==> config.mk <==
export PLATFORM = sky130hd
export DESIGN_NAME = bus_msg_timer
export DESIGN_NICKNAME = d
export VERILOG_FILES = /design/src/rtl/msg_timer_pkg.sv /design/src/rtl/mtc_tick_div.sv /design/src/rtl/mtc_resp_timer.sv /design/src/rtl/mtc_gap_timer.sv /design/src/rtl/mtc_tx_watchdog.sv /design/src/rtl/bus_msg_timer.sv
export SDC_FILE = /design/constraint.sdc
export NUM_CORES = 1
export LEC_CHECK = 0
export ABC_AREA = 1
export BUFFER_PORTS_ARGS = -buffer_cell sky130_fd_sc_hd__buf_2
export CAP_MARGIN = 5
export CORE_AREA = 2 2 72 125
export CTS_BUF_LIST = sky130_fd_sc_hd__clkbuf_2 sky130_fd_sc_hd__clkbuf_4 sky130_fd_sc_hd__clkbuf_8
export CTS_CLUSTER_SIZE = 30
export DETAILED_ROUTE_END_ITERATION = 12
export DIE_AREA = 0 0 74 127
export GPL_ROUTABILITY_DRIVEN = 0
export PLACE_DENSITY = 0.69
export SETUP_SLACK_MARGIN = 0.05
export SYNTH_ARGS = -nofsm -noshare
export SYNTH_HDL_FRONTEND = slang
export SYNTH_SLANG_ARGS = --single-unit
==> constraint.sdc <==
create_clock -name clk -period 4.8 [get_ports clk]
set_clock_uncertainty 0.15 [all_clocks]
set_input_delay 0.96 -clock clk [delete_from_list [all_inputs] [get_ports clk]]
set_output_delay 0.96 -clock clk [all_outputs]
set_load 0.02 [all_outputs]
==> src/rtl/msg_timer_pkg.sv <==
package msg_timer_pkg;

  localparam int unsigned HALF_US_W = 9;

  typedef enum logic [1:0] {
    TMO_18P5  = 2'd0,
    TMO_22P5  = 2'd1,
    TMO_50P5  = 2'd2,
    TMO_128P0 = 2'd3
  } tmo_sel_e;

  // response limit expressed in half-microsecond units
  function automatic logic [HALF_US_W-1:0] tmo_half_us(input logic [1:0] sel);
    case (tmo_sel_e'(sel))
      TMO_18P5:  tmo_half_us = HALF_US_W'(37);
      TMO_22P5:  tmo_half_us = HALF_US_W'(45);
      TMO_50P5:  tmo_half_us = HALF_US_W'(101);
      TMO_128P0: tmo_half_us = HALF_US_W'(256);
      default:   tmo_half_us = HALF_US_W'(256);
    endcase
  endfunction

endpackage

==> src/rtl/mtc_tick_div.sv <==
module mtc_tick_div #(
  parameter int unsigned DIV_W = 5
) (
  input  logic             clk,
  input  logic             rst,
  input  logic             clr,
  input  logic             run,
  input  logic [DIV_W-1:0] period,
  output logic             tick
);

  logic [DIV_W-1:0] cnt_q;

  assign tick = run && !clr && (cnt_q == (period - DIV_W'(1)));

  always_ff @(posedge clk) begin
    if (rst || clr || !run) cnt_q <= '0;
    else if (tick)          cnt_q <= '0;
    else                    cnt_q <= cnt_q + DIV_W'(1);
  end

  // periods are at least 2 cycles, so ticks never touch
  assert_tick_spaced_R2: assert property (@(posedge clk) disable iff (rst)
    tick |=> !tick);

endmodule

==> src/rtl/mtc_resp_timer.sv <==
module mtc_resp_timer
  import msg_timer_pkg::*;
#(
  parameter int unsigned DIV_W = 5
) (
  input  logic             clk,
  input  logic             rst,
  input  logic [DIV_W-1:0] half_div,
  input  logic [1:0]       sel,
  input  logic             start,
  input  logic             stop,
  output logic             timeout_o
);

  logic                 run_q;
  logic [HALF_US_W-1:0] units_q;
  logic [HALF_US_W-1:0] lim_q;
  logic                 htick;

  mtc_tick_div #(.DIV_W(DIV_W)) u_div (
    .clk(clk), .rst(rst), .clr(start), .run(run_q),
    .period(half_div), .tick(htick)
  );

  always_ff @(posedge clk) begin
    if (rst) begin
      run_q     <= 1'b0;
      units_q   <= '0;
      lim_q     <= '0;
      timeout_o <= 1'b0;
    end else begin
      timeout_o <= 1'b0;
      if (start) begin
        run_q   <= 1'b1;
        units_q <= '0;
        lim_q   <= tmo_half_us(sel);
      end else if (stop) begin
        run_q <= 1'b0;
      end else if (run_q && htick) begin
        if (units_q == lim_q - HALF_US_W'(1)) begin
          run_q     <= 1'b0;
          timeout_o <= 1'b1;
        end else begin
          units_q <= units_q + HALF_US_W'(1);
        end
      end
    end
  end

  assert_sync_cancels_R3: assert property (@(posedge clk) disable iff (rst)
    (stop && !start) |=> !timeout_o);
  assert_restart_quiet_R4: assert property (@(posedge clk) disable iff (rst)
    start |=> !timeout_o);
  assert_single_pulse_R5: assert property (@(posedge clk) disable iff (rst)
    timeout_o |=> !timeout_o);

endmodule

==> src/rtl/mtc_gap_timer.sv <==
module mtc_gap_timer #(
  parameter int unsigned DIV_W = 5,
  parameter int unsigned GAP_W = 16
) (
  input  logic             clk,
  input  logic             rst,
  input  logic [DIV_W-1:0] us_div,
  input  logic [GAP_W-1:0] len,
  input  logic             load,
  output logic             done_o
);

  logic             run_q;
  logic [GAP_W-1:0] cnt_q;
  logic             utick;

  mtc_tick_div #(.DIV_W(DIV_W)) u_div (
    .clk(clk), .rst(rst), .clr(load), .run(run_q),
    .period(us_div), .tick(utick)
  );

  always_ff @(posedge clk) begin
    if (rst) begin
      run_q  <= 1'b0;
      cnt_q  <= '0;
      done_o <= 1'b0;
    end else begin
      done_o <= 1'b0;
      if (load) begin
        run_q <= 1'b1;
        cnt_q <= len;
      end else if (run_q && utick) begin
        if (cnt_q <= GAP_W'(1)) begin
          run_q  <= 1'b0;
          done_o <= 1'b1;
        end else begin
          cnt_q <= cnt_q - GAP_W'(1);
        end
      end
    end
  end

  assert_gap_min_R6: assert property (@(posedge clk) disable iff (rst)
    load |=> !done_o);
  assert_gap_pulse_R7: assert property (@(posedge clk) disable iff (rst)
    done_o |=> !done_o);

endmodule

==> src/rtl/mtc_tx_watchdog.sv <==
module mtc_tx_watchdog #(
  parameter int unsigned DIV_W    = 5,
  parameter int unsigned LIMIT_US = 668
) (
  input  logic             clk,
  input  logic             rst,
  input  logic [DIV_W-1:0] us_div,
  input  logic             tx_on,
  input  logic             tx_off,
  input  logic             clr,
  output logic             trip_o,
  output logic             flag_o
);

  localparam int unsigned UW = $clog2(LIMIT_US + 1);

  logic          run_q;
  logic [UW-1:0] units_q;
  logic          utick;
  logic          expire;

  mtc_tick_div #(.DIV_W(DIV_W)) u_div (
    .clk(clk), .rst(rst), .clr(tx_on), .run(run_q),
    .period(us_div), .tick(utick)
  );

  assign expire = run_q && utick && !tx_on && !tx_off &&
                  (units_q == UW'(LIMIT_US - 1));

  always_ff @(posedge clk) begin
    if (rst) begin
      run_q   <= 1'b0;
      units_q <= '0;
      trip_o  <= 1'b0;
      flag_o  <= 1'b0;
    end else begin
      trip_o <= expire;
      if (expire)   flag_o <= 1'b1;
      else if (clr) flag_o <= 1'b0;
      if (tx_on) begin
        run_q   <= 1'b1;
        units_q <= '0;
      end else if (tx_off || expire) begin
        run_q   <= 1'b0;
        units_q <= '0;
      end else if (run_q && utick) begin
        units_q <= units_q + UW'(1);
      end
    end
  end

  assert_trip_pulse_R8: assert property (@(posedge clk) disable iff (rst)
    trip_o |=> !trip_o);
  assert_end_stops_R9: assert property (@(posedge clk) disable iff (rst)
    (tx_off && !tx_on) |=> !trip_o);
  assert_flag_rise_R10: assert property (@(posedge clk) disable iff (rst)
    $rose(flag_o) |-> trip_o);
  assert_flag_hold_R10: assert property (@(posedge clk) disable iff (rst)
    (flag_o && !clr) |=> flag_o);

endmodule

==> src/rtl/bus_msg_timer.sv <==
module bus_msg_timer #(
  parameter int unsigned US_DIV_FAST = 16,
  parameter int unsigned US_DIV_SLOW = 12,
  parameter int unsigned GAP_W       = 16,
  parameter int unsigned WDOG_US     = 668
) (
  input  logic             clk,
  input  logic             rst,
  input  logic             clk_sel,
  input  logic [1:0]       tmo_sel,
  input  logic [GAP_W-1:0] gap_len,
  input  logic             cmd_mid_parity,
  input  logic             stat_mid_sync,
  input  logic             tx_start,
  input  logic             tx_end,
  input  logic             msg_end,
  input  logic             wdog_clr,
  output logic             resp_timeout,
  output logic             gap_done,
  output logic             wdog_trip,
  output logic             wdog_flag
);

  localparam int unsigned DIV_W = $clog2(US_DIV_FAST + 1);

  logic [DIV_W-1:0] us_div;
  logic [DIV_W-1:0] half_div;

  assign us_div   = clk_sel ? DIV_W'(US_DIV_SLOW) : DIV_W'(US_DIV_FAST);
  assign half_div = us_div >> 1;

  mtc_resp_timer #(.DIV_W(DIV_W)) u_resp (
    .clk(clk), .rst(rst), .half_div(half_div), .sel(tmo_sel),
    .start(cmd_mid_parity), .stop(stat_mid_sync), .timeout_o(resp_timeout)
  );

  mtc_gap_timer #(.DIV_W(DIV_W), .GAP_W(GAP_W)) u_gap (
    .clk(clk), .rst(rst), .us_div(us_div), .len(gap_len),
    .load(msg_end), .done_o(gap_done)
  );

  mtc_tx_watchdog #(.DIV_W(DIV_W), .LIMIT_US(WDOG_US)) u_wdog (
    .clk(clk), .rst(rst), .us_div(us_div), .tx_on(tx_start),
    .tx_off(tx_end), .clr(wdog_clr), .trip_o(wdog_trip), .flag_o(wdog_flag)
  );

  assert_reset_quiet_R1: assert property (@(posedge clk)
    rst |=> !(resp_timeout || gap_done || wdog_trip || wdog_flag));

endmodule

# Word-level counts from Yosys, hierarchy flattened

Index checks and enable logic that the tools add are counted.

Bitwise operators: 4
Multiplexer cells: 18
Order comparisons: 1
Reductions and logical operators: 44
Eq/ne operators: 9
Add/subtract/negate cells: 9

Operators by type and width:

| kind                    | number |
|---|---|
| $mux W16                | 3 |
| $pmux W9 S4             | 1 |
| $le A16 B1 Y1 const B   | 1 |
| $sub A16 B1 Y16 const B | 1 |
| $add A5 B1 Y5 const B   | 3 |
| $eq A5 B5 Y1            | 3 |
| $mux W1                 | 13 |
| $logic_and A1 B1 Y1     | 12 |
| $add A10 B1 Y10 const B | 1 |
| $eq A10 B10 Y1 const B  | 1 |
| $add A9 B1 Y9 const B   | 1 |
| $eq A9 B9 Y1            | 1 |
| $sub A9 B1 Y9 const B   | 1 |
| $reduce_bool A2 Y1      | 4 |
| $reduce_or A2 Y1        | 4 |
| $logic_not A1 Y1        | 7 |
| $logic_or A1 B1 Y1      | 7 |
| $reduce_and A2 Y1       | 3 |
| $reduce_bool A3 Y1      | 2 |
| $reduce_or A3 Y1        | 2 |
| $mux W5                 | 1 |
| $sub A4 B1 Y5 const B   | 1 |
| $sub A5 B1 Y5 const B   | 1 |
| $eq A2 B2 Y1 const B    | 2 |
| 6 further kinds         | 9 |

Output and inout port bits: 4
Word-level logic and storage cells: 99
Input port bits: 27
Register bits after elaboration: 66

# Depth between registers and ports, before layout

Word-level depth: 11
Depth in mapped cells: 13
Depth with buffers taken out: 13

# Cells and area by module

Synthesis repeated with hierarchy kept, for this count alone.

Cell total of the unflattened synthesis: 673
Area, all modules: 4285.4 um^2

Modules (own cells, without submodules):

| module          | sequential area each (um^2) | times used | cells each | area each (um^2) |
|---|---|---|---|---|
| mtc_gap_timer   | 360.3                       | 1          | 214        | 1343.8 |
| mtc_tick_div    | 100.1                       | 3          | 70         | 390.4 |
| mtc_resp_timer  | 300.3                       | 1          | 151        | 1043.5 |
| mtc_tx_watchdog | 260.2                       | 1          | 96         | 719.4 |
| bus_msg_timer   | 0.0                         | 1          | 2          | 7.5 |

# Worst setup path after synthesis

No wires, ideal clock.

Path kind: input to register
Start: input cmd_mid_parity
End: register u_resp.units_q[3]
Stages: 8
Data required time: 4537 ps
Path buffers: 0
Arrival time: 1783 ps
Library setup time: 113 ps
Slack: 2753 ps
Cells stage by stage: inv_2 > nand2_1 > nor3_1 > nand3_1 > nor2_2 > nand2_1 > o21ai_1 > nor2_1

Longest elaborated chain between the ends: 5
Elaborated cells between the ends (all ways): 6
Those cells by class: 6 x reduce/logical

Ends and longest elaborated chain:

| element                            | line                 | source |
|---|---|---|
| start, declared                    | bus_msg_timer.sv:12  | `input logic cmd_mid_parity,` |
| $logic_not A1 Y1                   | mtc_tick_div.sv:14   | `assign tick = run && !clr && (cnt_q == (period - DIV_W'(1)));` |
| $logic_and A1 B1 Y1 (2 in series)  | mtc_tick_div.sv:14   |  |
| $logic_and A1 B1 Y1                | mtc_resp_timer.sv:39 | `end else if (run_q && htick) begin` |
| $reduce_and A3 Y1 (no source line) | -                    |  |
| end signal, assigned               | mtc_resp_timer.sv:44 | `units_q <= units_q + HALF_US_W'(1);` |
| end, declared                      | mtc_resp_timer.sv:16 | `logic [HALF_US_W-1:0] units_q;` |

Parallel ways exist; a longest one is shown, timed or not.
A chain may end at the register's enable or synchronous reset.

# Worst setup path after layout

Start: input msg_end
End: register u_gap.cnt_q[12]

Longest elaborated chain between the ends: 6
Elaborated cells between the ends (all ways): 8
Those cells by class: 1 x eq/ne; 1 x mux; 6 x reduce/logical

Ends and longest elaborated chain:

| element                             | line                | source |
|---|---|---|
| start, declared                     | bus_msg_timer.sv:16 | `input logic msg_end,` |
| $logic_not A1 Y1                    | mtc_tick_div.sv:14  |  |
| $logic_and A1 B1 Y1 (2 in series)   | mtc_tick_div.sv:14  |  |
| $logic_and A1 B1 Y1                 | mtc_gap_timer.sv:32 | `end else if (run_q && utick) begin` |
| $reduce_bool A2 Y1 (no source line) | -                   |  |
| $reduce_and A2 Y1 (no source line)  | -                   |  |
| end signal, assigned                | mtc_gap_timer.sv:31 | `cnt_q <= len;` |
| end signal, assigned                | mtc_gap_timer.sv:37 | `cnt_q <= cnt_q - GAP_W'(1);` |
| end, declared                       | mtc_gap_timer.sv:14 | `logic [GAP_W-1:0] cnt_q;` |

Parallel ways exist; a longest one is shown, timed or not.

==> impl_summary.log <==
[metrics] final total negative setup slack: 0 ps
[metrics] number of cells produced by synthesis: roughly 520
[metrics] total of cells resized after clock tree synthesis: 0
[metrics] wire length of the first global-routing pass: ~13 mm
[metrics] Critical R2R Launch: u_resp.lim_q[5]$_SDFFE_PP0P_
[metrics] initial standard-cell utilization of the core: 0.419
[metrics] area of the mapped netlist: between 3000 and 4000 um^2
[metrics] Clk pin slew, worst setup/hold paths: 70 ps
[metrics] post-route DRC violation count: 0
[metrics] DP Worst Slack: around 2200 ps
[metrics] layout cells sized above 1: 0.161
[metrics] Die Y-Extent: ~130 um
[metrics] filler cell count: between 800 and 900
[metrics] largest net degree at the start of global routing: 18
[metrics] Synth cell types: 30
[metrics] # nets final: roughly 590
[metrics] total CTS buffers: 9
[metrics] commonest non-fill, non-tap cells in the layout: sky130_fd_sc_hd__nand2_1 (128), sky130_fd_sc_hd__nor2_1 (95), sky130_fd_sc_hd__dfxtp_1 (61)
[metrics] sequential share of power: 0.457
[metrics] net switching power: around 300 uW
[metrics] Worst Setup SP: msg_end
[metrics] buffer levels on the longest clock path: 2
[metrics] setup-violating endpoint count in the final report: 0
[metrics] hold wc startpoint: u_wdog.u_div.cnt_q[0]$_SDFF_PP0_
[metrics] outcome: complete, no violations
[metrics] sequential cell area fraction in the yosys report: 0.351
[metrics] setup bufs post-CTS: 0
[metrics] share of synthesized flip-flops with an asynchronous set or reset: 0
[metrics] Ant. Diodes: 0
[metrics] final number of hold-violating endpoints: 0
[metrics] vias per cell: slightly below 5
[metrics] horizontal die dimension: roughly 74 um
[metrics] Overflow after GRT: 0
[metrics] Final Critical Period: between 2000 and 2500 ps
[metrics] vias post-DR: ~3300
[metrics] power density cells: approximately 300 nW/um^2
[metrics] number of global-route vias before repair: about 3200
[metrics] port buffer count: 30
[metrics] area occupied by registers: approximately 1200 um^2
[metrics] Yosys warnings: 0
[metrics] overall power: approximately 1200 uW
[metrics] top-level I/O count: 31
[metrics] leakage power of the design: roughly 0.0018 uW
[metrics] EDFF count, synth: 0
[metrics] overall track demand over capacity in global routing: 0.177
[metrics] synthesized area divided by synthesized cell count: 6.68 um^2
[metrics] worst slew slack as a fraction of its limit: 0.672
[metrics] total wire length after detailed routing: roughly 7.7 mm
[metrics] switching portion of total power: 0.256
[metrics] Cell Int Power: 870 uW
[metrics] Clock H-tree levels: 3
[metrics] Final Max Tran Viols: 0
[metrics] Critical Path End Type: register
[metrics] Core Rows: 44
[metrics] library cell used as clock root buffer: sky130_fd_sc_hd__clkbuf_8
[metrics] arrival time worst endpoint: between 2000 and 2500 ps
[metrics] number of DRC markers in iteration 0: around 140
[metrics] flip-flop and latch count after synthesis: 61
[metrics] CTS Sinks: between 60 and 70
[metrics] Die Area: 9400 um^2
[metrics] post-cts hold buffer count: 0
[metrics] start-to-end type of the worst setup path: primary input to register
[metrics] HPWL after detailed placement: 5.89 mm
[metrics] setup repair after global routing missed its margin: no
[metrics] Worst Max-Slew Pin Slew: roughly 500 ps
[metrics] final worst setup slack: 2520 ps
[metrics] Core Footprint: 8310 um^2
[metrics] syn nets: between 500 and 600
[metrics] Clk Latency, worst-skew pair: 350 ps
[metrics] share of the cycle needed by the critical path after routing: 0.474
[metrics] count of nets left with antenna violations after detail routing: 0
[metrics] number of antenna violations at the first check in global routing: 0
[metrics] Maximum Capacitance Violations: 0
[metrics] worst slack on hold paths: around 300 ps
[metrics] TritonCTS clock tree: done
[metrics] routed len/inst: about 11 um
[metrics] most common library cell in the layout ignoring fill and taps: sky130_fd_sc_hd__nand2_1
[metrics] Worst IR Drop VDD: 190 uV
[metrics] worst path required time: ~4900 ps
[metrics] area occupied by multi-input gates: around 2000 um^2
[metrics] top flip-flop cell by instance count after synthesis: sky130_fd_sc_hd__dfxtp_1
[metrics] Hold Path Class: register to register
[metrics] clock share of power: 0.428
[metrics] Logic pwr share: 0.115
[metrics] Max Fclk: about 440 MHz
[metrics] Area growth syn-to-layout: 13.4%
[metrics] worst-path fanout max: 17
[metrics] kind of start point of the critical path: primary input
[metrics] total iterations of the first detailed-routing run: 4
[metrics] final core utilization: 0.475
## metal layers
layer | GRT usage | part of all wire | vias up
met5 | 0 | 0 | -
met4 | 0.105 | 0.035 | 0
met3 | 0.0386 | 0.031 | 25
met2 | 0.310 | 0.51 | 61
met1 | 0.187 | 0.42 | 1470
li1 | - | - | 1715
## final cells by class
type                    instances  area share
multi-input cells             388       0.500
flip-flops and latches         61       0.310
inverters                      65      0.0618
repair buffers                 30      0.0381
well taps                     115      0.0365
clock buffers                  11      0.0352
clock inverters                 4      0.0187
## metrics by stage
step | cell area [um^2] | instances
after floorplan | 3480 | 521
after global placement | 3730 | 659
after detailed placement | 3730 | 659
after CTS | 3950 | 674
after global routing | 3950 | 674
final | 3950 | 674
## worst paths after layout
path / cells after the start / endpoint / slack (ps)
max reg2reg: 13 / u_resp.units_q[6]$_SDFFE_PP0P_ / 2810
min reg2reg: 1 / u_wdog.u_div.cnt_q[0]$_SDFF_PP0_ / 300
max: 9 / u_gap.cnt_q[12]$_SDFFE_PP0P_ / 2520
min: 1 / u_wdog.u_div.cnt_q[0]$_SDFF_PP0_ / 300
## cells by family (layout without fill, tap and decap cells)
logic type	count (synthesis)	after routing	share of synthesized area
and+or+nand+nor	314	314	0.407
buffers and inverters	72	110	0.0820
DFF	61	61	0.351
AOI/OAI and AO/OA	40	40	0.0633
xor gates and xnor gates	23	23	0.0579
adders and majority gates	10	10	0.0360
muxes	1	1	0.00288
## flip-flops by register name, indices dropped and copies added, names as in the netlist
| name | cells |
|---|---|
| u_gap.cnt_q | 16 |
| u_wdog.units_q | 10 |
| u_resp.units_q | 9 |
| u_gap.u_div.cnt_q | 5 |
| u_resp.u_div.cnt_q | 5 |
| u_wdog.u_div.cnt_q | 5 |
| u_resp.lim_q | 4 |
| u_gap.done_o | 1 |
| u_gap.run_q | 1 |
| u_resp.run_q | 1 |
| u_resp.timeout_o | 1 |
| u_wdog.flag_o | 1 |
| u_wdog.run_q | 1 |
| u_wdog.trip_o | 1 |
## power groups by stage
| stage | clock [uW] | sequential, uW | combinational [uW] |
|---|---|---|---|
| 2_1_floorplan | 0 | 541 | 102 |
| 3_3_place_gp | 0 | 545 | 132 |
| 3_5_place_dp | 0 | 545 | 134 |
| 4_1_cts | 515 | 533 | 136 |
| 5_1_grt | 533 | 535 | 154 |
| 6_report | 501 | 534 | 135 |
## synthesized netlist by cell type (all sizes together) (2+ instances only)
master | instances | area, um^2
nand4 | 10 | 62.6
xnor2 | 5 | 43.8
o32ai | 2 | 17.5
buf | 2 | 22.5
ha | 10 | 125
xor2 | 18 | 158
o21ai | 18 | 90.1
nor2 | 105 | 424
nand2 | 132 | 515
a21oi | 19 | 106
nor4 | 2 | 12.5
clkbuf | 5 | 18.8
nor3 | 21 | 160
dfxtp | 61 | 1220
inv | 65 | 244
nand3 | 41 | 220
## critical path: stages
cell and delay, ps:
sky130_fd_sc_hd__buf_2 180, sky130_fd_sc_hd__inv_2 250, sky130_fd_sc_hd__nand2_1 130, sky130_fd_sc_hd__nor2_2 170, sky130_fd_sc_hd__nand2_4 140, sky130_fd_sc_hd__nand2_2 260, sky130_fd_sc_hd__inv_2 110, sky130_fd_sc_hd__nand2_1 70
sky130_fd_sc_hd__a21oi_1 60
(Power assumes the default switching activity.)
